==> src/rtl/gpio_bank_pkg.sv <==
package gpio_bank_pkg;

  localparam int BANK_W = 32;
  localparam int ADDR_W = 3;

  typedef enum logic [ADDR_W-1:0] {
    SEL_DIR = 3'd0,
    SEL_LAT = 3'd1,
    SEL_SET = 3'd2,
    SEL_CLR = 3'd3,
    SEL_PIN = 3'd4
  } reg_sel_e;

  function automatic logic [BANK_W-1:0] pin_mask(input int n);
    logic [BANK_W-1:0] m;
    for (int i = 0; i < BANK_W; i++) m[i] = (i < n);
    return m;
  endfunction

endpackage

==> src/rtl/gpio_ctrl_regs.sv <==
module gpio_ctrl_regs
  import gpio_bank_pkg::*;
#(
  parameter logic [BANK_W-1:0] VALID = '1
) (
  input  logic              clk,
  input  logic              rst_n,
  input  logic              wr_en,
  input  logic [ADDR_W-1:0] addr,
  input  logic [BANK_W-1:0] wdata,
  output logic [BANK_W-1:0] dir_q,
  output logic [BANK_W-1:0] lat_q
);

  logic [BANK_W-1:0] mask_w;
  assign mask_w = wdata & VALID;

  // Direction: 1 = input; reset makes every valid pin an input
  always_ff @(posedge clk or negedge rst_n) begin
    if (!rst_n) begin
      dir_q <= VALID;
    end else if (wr_en && addr == SEL_DIR) begin
      dir_q <= mask_w;
    end
  end

  // Output latch changes only via the set / clear ports
  always_ff @(posedge clk or negedge rst_n) begin
    if (!rst_n) begin
      lat_q <= '0;
    end else if (wr_en) begin
      case (addr)
        SEL_SET: lat_q <= lat_q | mask_w;
        SEL_CLR: lat_q <= lat_q & ~mask_w;
        default: ;
      endcase
    end
  end

endmodule

==> src/rtl/gpio_in_sync.sv <==
module gpio_in_sync
  import gpio_bank_pkg::*;
#(
  parameter int STAGES = 2,
  parameter logic [BANK_W-1:0] VALID = '1
) (
  input  logic              clk,
  input  logic              rst_n,
  input  logic [BANK_W-1:0] pad_in,
  output logic [BANK_W-1:0] sync_q
);

  logic [BANK_W-1:0] chain [STAGES];

  for (genvar s = 0; s < STAGES; s++) begin : g_stage
    if (s == 0) begin : g_first
      always_ff @(posedge clk or negedge rst_n) begin
        if (!rst_n) chain[0] <= '0;
        else        chain[0] <= pad_in & VALID;
      end
    end else begin : g_next
      always_ff @(posedge clk or negedge rst_n) begin
        if (!rst_n) chain[s] <= '0;
        else        chain[s] <= chain[s-1];
      end
    end
  end

  assign sync_q = chain[STAGES-1];

endmodule

==> src/rtl/gpio_read_port.sv <==
module gpio_read_port
  import gpio_bank_pkg::*;
(
  input  logic              clk,
  input  logic              rst_n,
  input  logic              rd_en,
  input  logic [ADDR_W-1:0] addr,
  input  logic [BANK_W-1:0] dir_q,
  input  logic [BANK_W-1:0] lat_q,
  input  logic [BANK_W-1:0] pin_q,
  output logic              rd_valid,
  output logic [BANK_W-1:0] rd_data
);

  logic [BANK_W-1:0] sel_data;

  always_comb begin
    case (addr)
      SEL_DIR: sel_data = dir_q;
      SEL_LAT: sel_data = lat_q;
      SEL_PIN: sel_data = pin_q;
      default: sel_data = '0;
    endcase
  end

  always_ff @(posedge clk or negedge rst_n) begin
    if (!rst_n) begin
      rd_valid <= 1'b0;
      rd_data  <= '0;
    end else begin
      rd_valid <= rd_en;
      if (rd_en) rd_data <= sel_data;
    end
  end

endmodule

==> src/rtl/gpio_bank.sv <==
module gpio_bank
  import gpio_bank_pkg::*;
#(
  parameter int NUM_PINS    = 32,
  parameter int SYNC_STAGES = 2
) (
  input  logic              clk,
  input  logic              rst_n,
  input  logic              bus_valid,
  input  logic              bus_write,
  input  logic [ADDR_W-1:0] bus_addr,
  input  logic [BANK_W-1:0] bus_wdata,
  output logic              rd_valid,
  output logic [BANK_W-1:0] rd_data,
  input  logic [BANK_W-1:0] pad_in,
  output logic [BANK_W-1:0] pad_out,
  output logic [BANK_W-1:0] pad_oe
);

  localparam logic [BANK_W-1:0] VALID = pin_mask(NUM_PINS);

  logic [BANK_W-1:0] dir_q, lat_q, pin_q;
  logic              wr_en, rd_en;

  assign wr_en = bus_valid &  bus_write;
  assign rd_en = bus_valid & ~bus_write;

  gpio_ctrl_regs #(.VALID(VALID)) u_regs (
    .clk   (clk),
    .rst_n (rst_n),
    .wr_en (wr_en),
    .addr  (bus_addr),
    .wdata (bus_wdata),
    .dir_q (dir_q),
    .lat_q (lat_q)
  );

  gpio_in_sync #(.STAGES(SYNC_STAGES), .VALID(VALID)) u_sync (
    .clk    (clk),
    .rst_n  (rst_n),
    .pad_in (pad_in),
    .sync_q (pin_q)
  );

  gpio_read_port u_rd (
    .clk      (clk),
    .rst_n    (rst_n),
    .rd_en    (rd_en),
    .addr     (bus_addr),
    .dir_q    (dir_q),
    .lat_q    (lat_q),
    .pin_q    (pin_q),
    .rd_valid (rd_valid),
    .rd_data  (rd_data)
  );

  assign pad_out = lat_q;
  assign pad_oe  = ~dir_q & VALID;

endmodule

==> config.mk <==
export PLATFORM = sky130hd
export DESIGN_NAME = gpio_bank
export DESIGN_NICKNAME = d
export VERILOG_FILES = /design/src/rtl/gpio_bank_pkg.sv /design/src/rtl/gpio_ctrl_regs.sv /design/src/rtl/gpio_in_sync.sv /design/src/rtl/gpio_read_port.sv /design/src/rtl/gpio_bank.sv
export SDC_FILE = /design/constraint.sdc
export NUM_CORES = 1
export LEC_CHECK = 0
export BUFFER_PORTS_ARGS = -buffer_cell sky130_fd_sc_hd__buf_2
export CORE_ASPECT_RATIO = 0.7
export CORE_MARGIN = 2
export CORE_UTILIZATION = 35
export CTS_CLUSTER_DIAMETER = 120
export DETAILED_ROUTE_END_ITERATION = 7
export PLACE_DENSITY = 0.53
export SLEW_MARGIN = 10
export SYNTH_ARGS = -nofsm -noshare
export SYNTH_HDL_FRONTEND = slang
export SYNTH_SLANG_ARGS = --single-unit
==> constraint.sdc <==
create_clock -name clk -period 1.1 [get_ports clk]
set_input_delay 0.165 -clock clk [delete_from_list [all_inputs] [get_ports clk]]
set_output_delay 0.165 -clock clk [all_outputs]
set_load 0.005 [all_outputs]
Yosys cells after proc, flatten, opt, wreduce, memory -nomap -nowiden
Index checks and enable logic that the tools add are counted.
{ "totals": {"ff_bits": 161, "latch_bits": 0, "ramBits": 0, "rom_bits": 0, "inputBits": 71, "memories": 0} }
{ "op_classes": {"n_addsub": 0, "n_mul": 0, "div": 0, "order_cmp": 0, "eq_ne": 4, "shift": 0, "muxes": 2, "bitwise_logic": 7, "reduce_logical": 4} }
{ "ops": {"columns": ["op", "n"], "rows": [
  ["32-bit one-hot mux with 3 select lines", 1],
  ["32-bit inverter", 2],
  ["32-bit one-hot mux with 2 select lines", 1],
  ["32-bit bitwise AND", 1],
  ["32-bit OR", 1],
  ["3-bit by 2-bit == test with 1-bit output (second input constant)", 2],
  ["3-bit by 1-bit == test with 1-bit output (second input constant)", 1],
  ["3-bit == test (second input constant)", 1],
  ["3-bit logical NOT", 1],
  ["1-bit bitwise AND", 2],
  ["2-bit AND reduction", 1],
  ["2-bit nonzero test", 1],
  ["1-bit logical AND", 1],
  ["1-bit inverter", 1]
]} }

Logic depth before layout (Yosys ltp)
Gate-level depths: netlist of the first run.
{ "depth": {"word_depth": 3, "mapped_depth": 6, "mapped_depth_nobuf": 3} }

Modules after synthesis
From an unflattened synthesis of the first run, not the netlist that was laid out.
{ "unflattened": {"cells_unflattened": 557, "area_unflattened_um2": 7019.2} }
{ "by_module_without_submodules": {"columns": ["mod", "instances", "cells_per_inst", "area_per_inst_um2", "seq_area_each_um2"], "rows": [
  ["gpio_ctrl_regs", 1, 211, 2841.5, 1641.6],
  ["gpio_read_port", 1, 216, 2199.6, 825.8],
  ["gpio_in_sync", 1, 96, 1841.8, 1601.5],
  ["gpio_bank", 1, 34, 136.4, 0.0]
]} }

Worst setup path after synthesis of the first run
No wires, ideal clock.
{ "synth_path": {"kind": "input -> register", "from": "input port bus_addr[2]", "to": "register u_regs.dir_q[10]", "arrival_time_ns": 1.366, "required_ns": 1.018, "path_slack_ns": -0.349, "stages": 5, "path_cell_list": "buf_6 > or4_4 > buf_6 > buf_6 > mux2_4"} }
{ "synth_between": {"elab_chain_cells": 2} }
{ "synth_rtl": {"columns": ["item", "line", "text"], "rows": [
  ["start, declared", "gpio_bank.sv:11", "input logic [ADDR_W-1:0] bus_addr,"],
  ["3-bit logical NOT", "gpio_ctrl_regs.sv:22", "end else if (wr_en && addr == SEL_DIR) begin"],
  ["1-bit logical AND", "gpio_ctrl_regs.sv:22", null],
  ["end signal, assigned", "gpio_ctrl_regs.sv:23", "dir_q <= mask_w;"],
  ["end, declared", "gpio_ctrl_regs.sv:11", "output logic [BANK_W-1:0] dir_q,"]
]} }
No other way between the ends.
A chain may end at the register's enable or synchronous reset.

Worst setup path in the final report of the first run
{ "layout_path": {"from": "register u_regs.dir_q[14]", "to": "output port pad_oe[14]"} }
{ "layout_between": {"elab_chain_cells": 1} }
{ "layout_rtl": {"columns": ["item", "line", "text"], "rows": [
  ["32-bit inverter", "gpio_bank.sv:58", "assign pad_oe = ~dir_q & VALID;"],
  ["end, declared", "gpio_bank.sv:17", "output logic [BANK_W-1:0] pad_oe"]
]} }
No other way between the ends.

==> results of run 1 <==
cell type report:
| cell class | instances | area (sq um) | area share (%) |
|---|---|---|---|
| Timing Repair Buffer | 335 | 2544 | 26.67 |
| Sequential cell | 161 | 4069 | 42.66 |
| Clock buffer | 22 | 464.2 | 4.867 |
| Inverter | 36 | 135.1 | 1.417 |
| Multi-Input combinational cell | 199 | 1903 | 19.95 |
| Tap cell | 231 | 289.0 | 3.030 |
| Clock inverter | 10 | 133.9 | 1.404 |
layer usage:
layer  share of wire [%]  up-vias
met5                   0        -
met4                 1.1        0
met3                 5.4       17
met2                  45      158
met1                  48     2320
li1                    -     2188
through the flow:
stage          power (mW)  cells  setup WS [ps]  util [%]
6_report            17.78    994         -190.1     55.56
5_1_grt             18.67    994         -233.0     55.56
4_1_cts             17.35    984         -214.9     53.55
3_5_place_dp        10.27    814         -413.1     43.02
3_3_place_gp        10.19    814         -406.1     43.02
2_1_floorplan       8.839    428         -297.4         -
path summary, 6_finish.rpt:
| path | slack, ps | endpoint | start |
|---|---|---|---|
| max | -190 | pad_oe[14] | u_regs.dir_q[14] |
| min | 30 | u_regs.dir_q[23] | bus_wdata[23] |
| max reg2reg | 30 | u_rd.rd_data[11] | u_regs.dir_q[11] |
| min reg2reg | 350 | u_sync.sync_q[8] | u_sync.chain[40] |
| max in group asynchronous | 370 | u_regs.dir_q[12] | rst_n |
| min in group asynchronous | 150 | async pin | rst_n |
kinds of logic after synthesis:
family                 after synthesis
DFF                                161
AOI/OAI and AO/OA                  123
buffers and inverters               69
muxes                               67
and+or+nand+nor                      8
Yosys cell counts:
library cell,number
mux2i_1,35
dfrtp_1,129
o2bb2ai_1,32
a211oi_1,1
mux2_4,30
and4b_1,1
clkbuf_1,20
nor2b_1,1
buf_6,5
inv_1,36
nand2_1,4
dfstp_2,32
mux2_2,2
or4_4,1
buf_2,8
a31oi_1,29
nand2b_1,1
a21oi_1,29
a22o_1,32
power by group:
part	internal, mW	switching [mW]	total (mW)
Clock	3.68	2.32	5.99
Combinational	2.64	1.69	4.33
Sequential	6.93	0.531	7.46
critical path, stage by stage (launching register included):
cell and delay (ps):
dfstp_2 560, inv_2 30, buf_2 110
what timing repair did:
action | CTS | global route
cloned | 0 | 1
buffers inserted | 74 | 11
hold endpoints to repair | 218 | 0
pin swaps | 2 | 45
gates resized for setup | 13 | 71
hold buffers | 64 | 0
setup endpoints to repair | 96 | 122
==> results_tabular.tex, run 1 <==
\begin{tabular}{lr}
\hline
Metric & Value \\
\hline
\multicolumn{2}{l}{\textbf{Finish}} \\
Final \#Nets & about 800 \\
Post-route cell area & approximately 0.0095 sq mm \\
Most common cell after layout, fill and taps aside & buf\_2 \\
Commonest cells after routing, fill and taps aside & 148 x buf\_2, 129 x dfrtp\_1, 78 x buf\_4 \\
Diodes inserted & 0 \\
Fillcell total & 1,434 \\
Share of final-layout standard cells stronger than drive strength 1 & 54.13\% \\
Area added between synthesis and finish & 55.29\% \\
\multicolumn{2}{l}{\textbf{Routing}} \\
Via/cell ratio & approximately 4.7 \\
Average detailed-routed wire length per instance & 17.16 microns \\
Vias & around 4,700 \\
Number of design rule violations left after detail routing & 0 \\
Total wirelength of the detailed-routed design & $\sim$17,000 microns \\
Number of DRC markers after the initial detailed-route iteration & between 200 and 300 \\
Number of iterations in the first detailed-routing pass & 4 \\
Remaining antenna violation count after routing & 0 \\
\multicolumn{2}{l}{\textbf{Synthesis}} \\
Share of synthesized area spent on multiplexers & a little over an eighth \\
Post-synthesis compound-gate area fraction & 14.57\% \\
Count of unique library cells instantiated by Yosys & 19 \\
Synth Cell Area & 0.006142 sq mm \\
Flip-flop and latch count after synthesis & 161 \\
Simple logic cell fraction of the synthesized area & less than 1\% \\
Fraction of post-synthesis cell area in the top cell type by area & 52.56\% \\
Post-synthesis xor/xnor area fraction & 0\% \\
Post-synthesis instance total & 428 \\
Nets in the synthesized netlist & 499 \\
Post-synthesis share of cell area spent on full adders, half adders and majority gates & 0\% \\
Dominant cells by area after synthesis & dfrtp\_1 53\%, dfstp\_2 14\%, mux2\_4 7.3\%, mux2i\_1 5.7\%, a22o\_1 4.6\% \\
Synthesized area per cell & roughly 14 sq um \\
Portion of the post-synthesis area used by sequential elements & approximately two thirds \\
Yosys warning count & 0 \\
Main combinational cell family by area after synthesis & compound AO/OA/AOI/OAI gates \\
Post-synth top area cell & dfrtp\_1 \\
\multicolumn{2}{l}{\textbf{Worst hold path}} \\
Class of the worst hold path & in -> reg \\
Min-Delay Path Depth & 2 \\
\multicolumn{2}{l}{\textbf{Global routing}} \\
GR met1 Demand/Resource & about a quarter \\
Global routing usage on met2 & approximately 28\% \\
Number of antenna violations at the first check in global routing & 0 \\
Vias in the first global route & approximately 4,800 \\
Busiest grt layer & met2 \\
Overflow left after global routing & 0 \\
Wire length of the first global-routing pass & 26,390 microns \\
Met3 capacity usage during global routing & under 10\% \\
All-Layer GR Usage & a little under a fifth \\
Maximum number of pins on one net before global-route repair & between 50 and 60 \\
\multicolumn{2}{l}{\textbf{Clocking}} \\
Clk slew on worst S/H paths & about 60 ps \\
Clock insertion delay at the later pin of the skew report & 420 ps \\
Num Clock Sinks & around 160 \\
Root buffer selected by CTS & clkbuf\_16 \\
Number of clock buffers inserted by TritonCTS & 17 \\
CTS H-Tree Depth & 4 \\
Maximum number of buffers from clock root to sink & 2 \\
CTS tree & done \\
\multicolumn{2}{l}{\textbf{Timing}} \\
Slew headroom & roughly three fifths \\
Setup repair after global routing missed its margin & true \\
Min Tclk post-route & between 1000 and 1500 ps \\
Final worst clock skew & 4.994 ps \\
Final setup TNS & -5892 ps \\
Final critical-path setup slack & -190.1 ps \\
Smallest hold slack & roughly 30 ps \\
Number of pins with negative max-slew slack in the final report & 0 \\
Actual transition at the worst max-transition pin & between 600 and 700 ps \\
Final setup violating endpoints & slightly above 60 \\
Share of the cycle needed by the critical path after routing & 117.3\% \\
Final hold violation count & 0 \\
Top achievable clock speed & 0.7751 GHz \\
\multicolumn{2}{l}{\textbf{Floorplanning}} \\
DIE AREA & about 0.019 sq mm \\
Floorplan core area & 0.01717 sq mm \\
Number of cell rows & 40 \\
Boundary Pins & 168 \\
Initial core utilization & 35.78\% \\
X dimension of the die & 162.3 microns \\
Height of the die & 114.8 microns \\
\multicolumn{2}{l}{\textbf{Worst setup path}} \\
CP Data Arrival Time & $\sim$1100 ps \\
CP startpoint kind & register \\
Logic depth of the worst register-to-register path & 4 \\
Critical path class & reg -> out \\
Maximum net fanout on the critical path & 2 \\
Required time of the worst setup path & approximately 940 ps \\
Worst Setup End Kind & output pin \\
\multicolumn{2}{l}{\textbf{Power and ir drop}} \\
Leakage power summed over all cells & 4.666 nW \\
Largest vdd supply drop & about 840 uV \\
Pwr dens & between 1500 and 2000 mW/mm\^{}2 \\
\multicolumn{2}{l}{\textbf{Flow run}} \\
Number of maximum-capacitance violations & 0 \\
\multicolumn{2}{l}{\textbf{Place}} \\
Placer's final routability congestion estimate & between 0.7 and 0.8 \\
Port Buf Inserts & between 150 and 200 \\
DP Wirelength & approximately 10,000 microns \\
Placement-stage cell area & between 0.007 and 0.008 sq mm \\
\multicolumn{2}{l}{\textbf{Status}} \\
Result of the run & finished, violations left \\
Violated checks & negative setup slack \\
\hline
\end{tabular}
No activity file was read; power rests on OpenSTA's default activity.
==> run 2: changes to the inputs <==
--- a/config.mk
+++ b/config.mk
@@ -16,3 +16,4 @@
 export SYNTH_ARGS = -nofsm -noshare
 export SYNTH_HDL_FRONTEND = slang
 export SYNTH_SLANG_ARGS = --single-unit
+export TNS_END_PERCENT = 1
==> run 2 against run 1 <==
Compared with the run above:
- the flow still finishes with violations (negative setup slack)
- fmax about the same
- core utilization fell by 4.3 points
- global-route usage down 1.2 points
- first-iteration DRC count is 14% lower
- sequential share of layout area rose by 3.6 points
- power down 7.8%
- combinational power fell by 25%
- via count shrank 6.1%
- highest routed layer unchanged
- largest power group unchanged
- hold slack gained 140 ps
==> results_tabular.tex, run 2 (synthesis results as in run 1) <==
\begin{tabular}{lr}
\hline
Metric & Value \\
\hline
\multicolumn{2}{l}{\textbf{Timing}} \\
Slew headroom & 37.23\% \\
Final setup TNS & -6368 ps \\
Number of pins with negative max-slew slack in the final report & 0 \\
Top achievable clock speed & just under 0.8 GHz \\
Final worst clock skew & roughly 9.9 ps \\
Final hold violation count & 0 \\
Share of the cycle needed by the critical path after routing & 117.3\% \\
Actual transition at the worst max-transition pin & $\sim$940 ps \\
Setup repair after global routing missed its margin & true \\
Final setup violating endpoints & between 80 and 90 \\
Min Tclk post-route & 1291 ps \\
Final critical-path setup slack & -190.8 ps \\
\multicolumn{2}{l}{\textbf{Worst setup path}} \\
Critical path class & reg -> out \\
Largest delay share family, worst path & flip-flops \\
Worst path cell trace & inv\_2 -> buf\_6 \\
Required time of the worst setup path & 940 ps \\
Maximum net fanout on the critical path & 3 \\
Timing startpoint of the critical path & u\_regs.dir\_q[9] \\
Max stage delay on crit path & 560 ps \\
Capture point of the worst path & pad\_oe[9] \\
WP buf/inv & 2 \\
Worst-path cell with the longest stage delay & dfstp\_2 \\
CP startpoint kind & register \\
Logic depth of the worst register-to-register path & 4 \\
Worst Setup End Kind & output pin \\
Critical path depth in cells & 2 \\
Worst r2r src & u\_regs.dir\_q[0] \\
CP Data Arrival Time & roughly 1100 ps \\
Register-to-register setup slack & 20 ps \\
Endpoint of the most critical register-to-register path & u\_rd.rd\_data[0] \\
\multicolumn{2}{l}{\textbf{Clocking}} \\
Clk slew on worst S/H paths & about 60 ps \\
Root buffer selected by CTS & clkbuf\_16 \\
Clock insertion delay at the later pin of the skew report & around 420 ps \\
CTS tree & done \\
Num Clock Sinks & 161 \\
Maximum number of buffers from clock root to sink & 2 \\
Number of clock buffers inserted by TritonCTS & 17 \\
CTS H-Tree Depth & 4 \\
\multicolumn{2}{l}{\textbf{Routing}} \\
Average detailed-routed wire length per instance & roughly 17 microns \\
Vias & around 4,400 \\
Via/cell ratio & between 4 and 5 \\
Number of iterations in the first detailed-routing pass & 4 \\
Total wirelength of the detailed-routed design & around 16,000 microns \\
Number of design rule violations left after detail routing & 0 \\
Remaining antenna violation count after routing & 0 \\
Number of DRC markers after the initial detailed-route iteration & about 260 \\
\multicolumn{2}{l}{\textbf{Place}} \\
Placed Cells incl. Taps & around 820 \\
Port Buf Inserts & between 150 and 200 \\
DP Wirelength & approximately 11,000 microns \\
Placer's final routability congestion estimate & between 0.7 and 0.8 \\
\multicolumn{2}{l}{\textbf{Global routing}} \\
Vias in the first global route & between 4,000 and 5,000 \\
Overflow left after global routing & 0 \\
Maximum number of pins on one net before global-route repair & 55 \\
All-Layer GR Usage & between 10\% and 20\% \\
Wire length of the first global-routing pass & 24,550 microns \\
Number of antenna violations at the first check in global routing & 0 \\
\multicolumn{2}{l}{\textbf{Finish}} \\
Final \#Nets & roughly 750 \\
Share of final-layout standard cells stronger than drive strength 1 & 46.75\% \\
Commonest cells after routing, fill and taps aside & 150 x buf\_2, 129 x dfrtp\_1, 65 x dlygate4sd3\_1 \\
Area added between synthesis and finish & 43.29\% \\
Most common cell after layout, fill and taps aside & buf\_2 \\
Filler-free cell count of the finished design & roughly 920 \\
Diodes inserted & 0 \\
\multicolumn{2}{l}{\textbf{Status}} \\
Violated checks & negative setup slack \\
Result of the run & finished, violations left \\
\multicolumn{2}{l}{\textbf{Power and ir drop}} \\
Largest vdd supply drop & $\sim$1000 uV \\
Pwr dens & between 1500 and 2000 mW/mm\^{}2 \\
Leakage power summed over all cells & 4.284 nW \\
Total Power Consumption & 16.40 mW \\
\multicolumn{2}{l}{\textbf{Flow run}} \\
Number of maximum-capacitance violations & 0 \\
\multicolumn{2}{l}{\textbf{Floorplanning}} \\
Initial core utilization & 35.78\% \\
Height of the die & between 100 and 150 microns \\
DIE AREA & approximately 0.019 sq mm \\
X dimension of the die & about 160 microns \\
Number of cell rows & 40 \\
Boundary Pins & around 170 \\
Floorplan core area & 0.01717 sq mm \\
\multicolumn{2}{l}{\textbf{Worst hold path}} \\
Class of the worst hold path & in -> async \\
\hline
\end{tabular}
run 2: changes by cell type in the layout (fill, tap and decap cells not counted), sizes merged:
| cell | change |
|---|---|
| dlygate4sd3 | +1 |
| clkinvlp | +2 |
| buf | -68 |
| clkbuf | -2 |
| nor2b | -1 |
| bufinv | -1 |
| clkinv | -1 |
run 2: worst min-delay path by stage:
| stage | cells after the start | startpoint | to | slack, ps |
|---|---|---|---|---|
| 5_1_grt | 2 | rst_n | u_rd.rd_data[7] | 180 |
| 3_5_place_dp | 1 | rst_n | u_rd.rd_data[7] | 30 |
| 6_report | 2 | rst_n | u_rd.rd_data[7] | 170 |
| 2_1_floorplan | 0 | rst_n | async pin | -130 |
| 3_3_place_gp | 1 | rst_n | async pin | 30 |
| 4_1_cts | 2 | rst_n | u_rd.rd_data[7] | 170 |
run 2: through the flow:
stage / hold slack (ps) / worst slack (ps) / area (sq um) / utilization, %
CTS: 167.8 / -202.2 / 8705 / 50.71
floorplan: -130.6 / -297.4 / 6157 / -
finish: 166.5 / -190.8 / 8801 / 51.27
detailed placement: 30.32 / -413.6 / 7388 / 43.04
global placement: 31.57 / -395.0 / 7388 / 43.04
global route: 178.5 / -227.4 / 8801 / 51.27
run 2: timing repair:
action                                  CTS  global route
hold endpoints to repair                203             0
gates cloned                              0             0
pin swaps                                 1             1
resized for setup                        16            24
endpoints found under the setup margin   96           128
hold buffers                             65             0
buffers inserted                         11             2
run 2: where the power goes:
| group | switching [mW] | total (mW) | internal, mW | leakage (nW) |
|---|---|---|---|---|
| registers | 0.595 | 7.52 | 6.93 | 1.89 |
| clock network | 2.28 | 5.64 | 3.36 | 0.264 |
| logic | 1.34 | 3.23 | 1.89 | 2.13 |
run 2: area by class of cell:
class,instances,area (sq um)
clock inverter,10,113.9
tap,231,289.0
multi-input combinational,198,1797
timing repair buffer,268,1951
clock buffer,20,446.7
sequential,161,4069
inverter,36,135.1
fill,1513,8366
run 2: routing by layer:
metal | vias to the layer above | GRT usage [%] | part of all wire (%)
met5 | - | 0 | 0
met4 | 0 | 4.720 | 0.96
met3 | 14 | 4.690 | 6.1
met2 | 142 | 25.82 | 44
met1 | 2196 | 25.26 | 49
li1 | 2047 | - | -
==> run 3: changes to the inputs <==
--- a/config.mk
+++ b/config.mk
@@ -5,13 +5,16 @@
 export SDC_FILE = /design/constraint.sdc
 export NUM_CORES = 1
 export LEC_CHECK = 0
+export ABC_AREA = 1
 export BUFFER_PORTS_ARGS = -buffer_cell sky130_fd_sc_hd__buf_2
 export CORE_ASPECT_RATIO = 0.7
 export CORE_MARGIN = 2
 export CORE_UTILIZATION = 35
 export CTS_CLUSTER_DIAMETER = 120
 export DETAILED_ROUTE_END_ITERATION = 7
+export GPL_TIMING_DRIVEN = 0
 export PLACE_DENSITY = 0.53
+export RECOVER_POWER = 25
 export SLEW_MARGIN = 10
 export SYNTH_ARGS = -nofsm -noshare
 export SYNTH_HDL_FRONTEND = slang
==> run 3 against run 2 <==
Compared with the run above:
- the flow still finishes with violations (negative setup slack)
- clock-buffer cell count down 3
- final cell count increased by 28%
- register-to-register slack about the same
- sequential share of layout area decreased by 1.1 points
- via count increased by 30%
- final area is 2.4% higher
- sequential cell count stayed put
- setup slack lost 2.1 ps
- core utilization grew 0.63 points
- area after synthesis rose by 2.1%
- fmax down 0.16%
- first-iteration DRC count up 120%
- critical path type unchanged
- critical endpoint is now pad_oe[10]
- largest cell class unchanged
==> results_tabular.tex, run 3 <==
\begin{tabular}{lr}
\hline
Metric & Value \\
\hline
\multicolumn{2}{l}{\textbf{Synthesis}} \\
Number of enable-type register cells in the synthesized netlist & 0 \\
Synthesized area per cell & about 9.5 sq um \\
Dominant cells by area after synthesis & dfrtp\_1 51\%, dfstp\_2 13\%, nand2\_1 12\%, nand3\_1 7.7\%, o21ai\_1 5.1\% \\
Nets in the synthesized netlist & $\sim$730 \\
Async set-reset flop share out of synthesis & 100.0\% \\
List of most frequent post-synthesis cells & 194 x nand2\_1, 129 x dfrtp\_1, 96 x nand3\_1 \\
Flip-flop and latch count after synthesis & 161 \\
Post-synthesis instance total & roughly 660 \\
Fraction of post-synthesis cell area in the top cell type by area & 51.48\% \\
Synth Cell Area & between 0.006 and 0.007 sq mm \\
Count of unique library cells instantiated by Yosys & 15 \\
Leading cell type by number of instances after synthesis & nand2\_1 \\
Portion of the post-synthesis area used by sequential elements & between 60\% and 70\% \\
Flip-flop cell with the highest count after synthesis & dfrtp\_1 \\
Post-synth top area cell & dfrtp\_1 \\
Yosys warning count & 0 \\
\multicolumn{2}{l}{\textbf{Worst setup path}} \\
CP Data Arrival Time & roughly 1100 ps \\
CP startpoint kind & register \\
Critical path class & reg -> out \\
Maximum net fanout on the critical path & 2 \\
Worst Setup End Kind & output pin \\
Required time of the worst setup path & $\sim$940 ps \\
\multicolumn{2}{l}{\textbf{Routing}} \\
Total wirelength of the detailed-routed design & approximately 20,000 microns \\
Via/cell ratio & between 4 and 5 \\
Number of design rule violations left after detail routing & 0 \\
Number of DRC markers after the initial detailed-route iteration & between 500 and 600 \\
Number of iterations in the first detailed-routing pass & 6 \\
Average detailed-routed wire length per instance & roughly 17 microns \\
Vias & 5,722 \\
Remaining antenna violation count after routing & 0 \\
\multicolumn{2}{l}{\textbf{Floorplanning}} \\
DIE AREA & between 0.015 and 0.02 sq mm \\
Floorplan core area & between 0.015 and 0.02 sq mm \\
Initial core utilization & 36.11\% \\
X dimension of the die & 164.0 microns \\
Number of cell rows & 40 \\
Height of the die & between 100 and 150 microns \\
Boundary Pins & about 170 \\
\multicolumn{2}{l}{\textbf{Place}} \\
Port Buf Inserts & 165 \\
Placed Cells incl. Taps & about 1,100 \\
Placer's final routability congestion estimate & 0.8614 \\
DP Wirelength & roughly 13,000 microns \\
Placement-stage cell area & between 0.007 and 0.008 sq mm \\
\multicolumn{2}{l}{\textbf{Clocking}} \\
Clock insertion delay at the later pin of the skew report & between 400 and 500 ps \\
CTS tree & done \\
Number of clock buffers inserted by TritonCTS & 17 \\
Root buffer selected by CTS & clkbuf\_16 \\
Num Clock Sinks & around 160 \\
Clk slew on worst S/H paths & approximately 70 ps \\
CTS H-Tree Depth & 4 \\
Total of hold buffers inserted after clock tree synthesis & 64 \\
Maximum number of buffers from clock root to sink & 2 \\
\multicolumn{2}{l}{\textbf{Timing}} \\
Share of the cycle needed by the critical path after routing & 117.5\% \\
Top achievable clock speed & between 0.7 and 0.8 GHz \\
Setup repair after global routing missed its margin & true \\
Actual transition at the worst max-transition pin & between 1000 and 1500 ps \\
Min Tclk post-route & about 1300 ps \\
Final worst clock skew & 7.687 ps \\
Number of pins with negative max-slew slack in the final report & 0 \\
Slew headroom & 12.89\% \\
Final hold violation count & 0 \\
Final critical-path setup slack & -193.0 ps \\
Final setup violating endpoints & 80 \\
\multicolumn{2}{l}{\textbf{Global routing}} \\
Overflow left after global routing & 0 \\
Wire length of the first global-routing pass & a little over 30,000 microns \\
Vias in the first global route & $\sim$5,500 \\
All-Layer GR Usage & around a fifth \\
Number of antenna violations at the first check in global routing & 0 \\
Maximum number of pins on one net before global-route repair & 94 \\
\multicolumn{2}{l}{\textbf{Finish}} \\
Fillcell total & 1,614 \\
Register area & between 0.004 and 0.005 sq mm \\
Diodes inserted & 0 \\
Final \#Nets & between 1,000 and 1,500 \\
Post-route cell area & between 0.009 and 0.01 sq mm \\
Post-layout util & around 52\% \\
Share of final-layout standard cells stronger than drive strength 1 & roughly a third \\
Area added between synthesis and finish & 43.72\% \\
Commonest cells after routing, fill and taps aside & 194 x nand2\_1, 146 x buf\_2, 129 x dfrtp\_1 \\
Area of combinational cells with multiple inputs & roughly 0.0018 sq mm \\
Filler-free cell count of the finished design & 1,179 \\
Most common cell after layout, fill and taps aside & nand2\_1 \\
\multicolumn{2}{l}{\textbf{Status}} \\
Violated checks & negative setup slack \\
Result of the run & finished, violations left \\
\multicolumn{2}{l}{\textbf{Flow run}} \\
Number of maximum-capacitance violations & 0 \\
\multicolumn{2}{l}{\textbf{Worst hold path}} \\
Class of the worst hold path & in -> async \\
\multicolumn{2}{l}{\textbf{Power and ir drop}} \\
Total Power Consumption & roughly 16 mW \\
Pwr dens & around 1800 mW/mm\^{}2 \\
Largest vdd supply drop & about 760 uV \\
Leakage power summed over all cells & between 4 and 5 nW \\
\hline
\end{tabular}
==> run 3: critical path: stages, from the launching register on <==
cell     delay [ps]
dfstp_2         560
inv_2            40
buf_6           110
==> run 3: cell type report <==
class | count | share of cell area (%)
clock inverter | 15 | 1.624
clock buffer | 17 | 4.720
inverter | 68 | 2.832
sequential | 161 | 45.15
buffer | 43 | 2.249
multi-input combinational | 391 | 19.76
timing repair buffer | 253 | 20.46
tap | 231 | 3.207
==> run 3: worst paths after layout <==
| path | slack (ps) | from | end | cells after the start |
|---|---|---|---|---|
| hold / removal | 30 | rst_n | u_sync.chain[47] | 1 |
| hold reg to reg | 350 | u_sync.chain[57] | u_sync.sync_q[25] | 0 |
| min in group clk | 120 | bus_write | u_rd.rd_data[31] | 4 |
| max in group asynchronous | 80 | rst_n | u_regs.dir_q[3] | 2 |
| setup reg to reg | 30 | u_regs.dir_q[8] | u_rd.rd_data[8] | 5 |
| setup / recovery | -190 | u_regs.dir_q[10] | pad_oe[10] | 2 |
==> run 3: kinds of logic after synthesis <==
family,count (synthesis),synth area share [%]
AO/OA/AOI/OAI,64,5.108
buffers and inverters,111,7.003
flip-flops,161,64.88
AND/OR/NAND/NOR,327,23.00
==> run 3: through the flow <==
stage / setup TNS, ps / worst slack, ps / hold slack, ps
6_report: -7010 / -193.0 / 33.51
5_1_grt: -21030 / -240.6 / 135.8
4_1_cts: -8509 / -207.2 / -225.3
3_5_place_dp: -37650 / -553.1 / 230.6
3_3_place_gp: -406970 / -2498 / 274.1
2_1_floorplan: -159.3 / -7.373 / -130.6
==> run 3: repair_timing <==
action,in CTS,in global routing
endpoints found under the setup margin,117,136
pin swaps,0,2
setup buffers,22,1
endpoints found under the hold margin,141,72
gates resized for setup,33,45
==> run 3: where the power goes <==
part           internal, mW  switching (mW)  total (mW)
combinational          1.58            1.48        3.06
clock                  3.18            2.57        5.75
sequential             6.87           0.588        7.46
total                  11.6            4.64        16.3
==> run 3: routing by layer <==
layer	track usage [%]	wire length (microns)
met3	5.190	1614
met4	5.906	255
met5	0	0
met1	31.69	9138
met2	31.18	8633
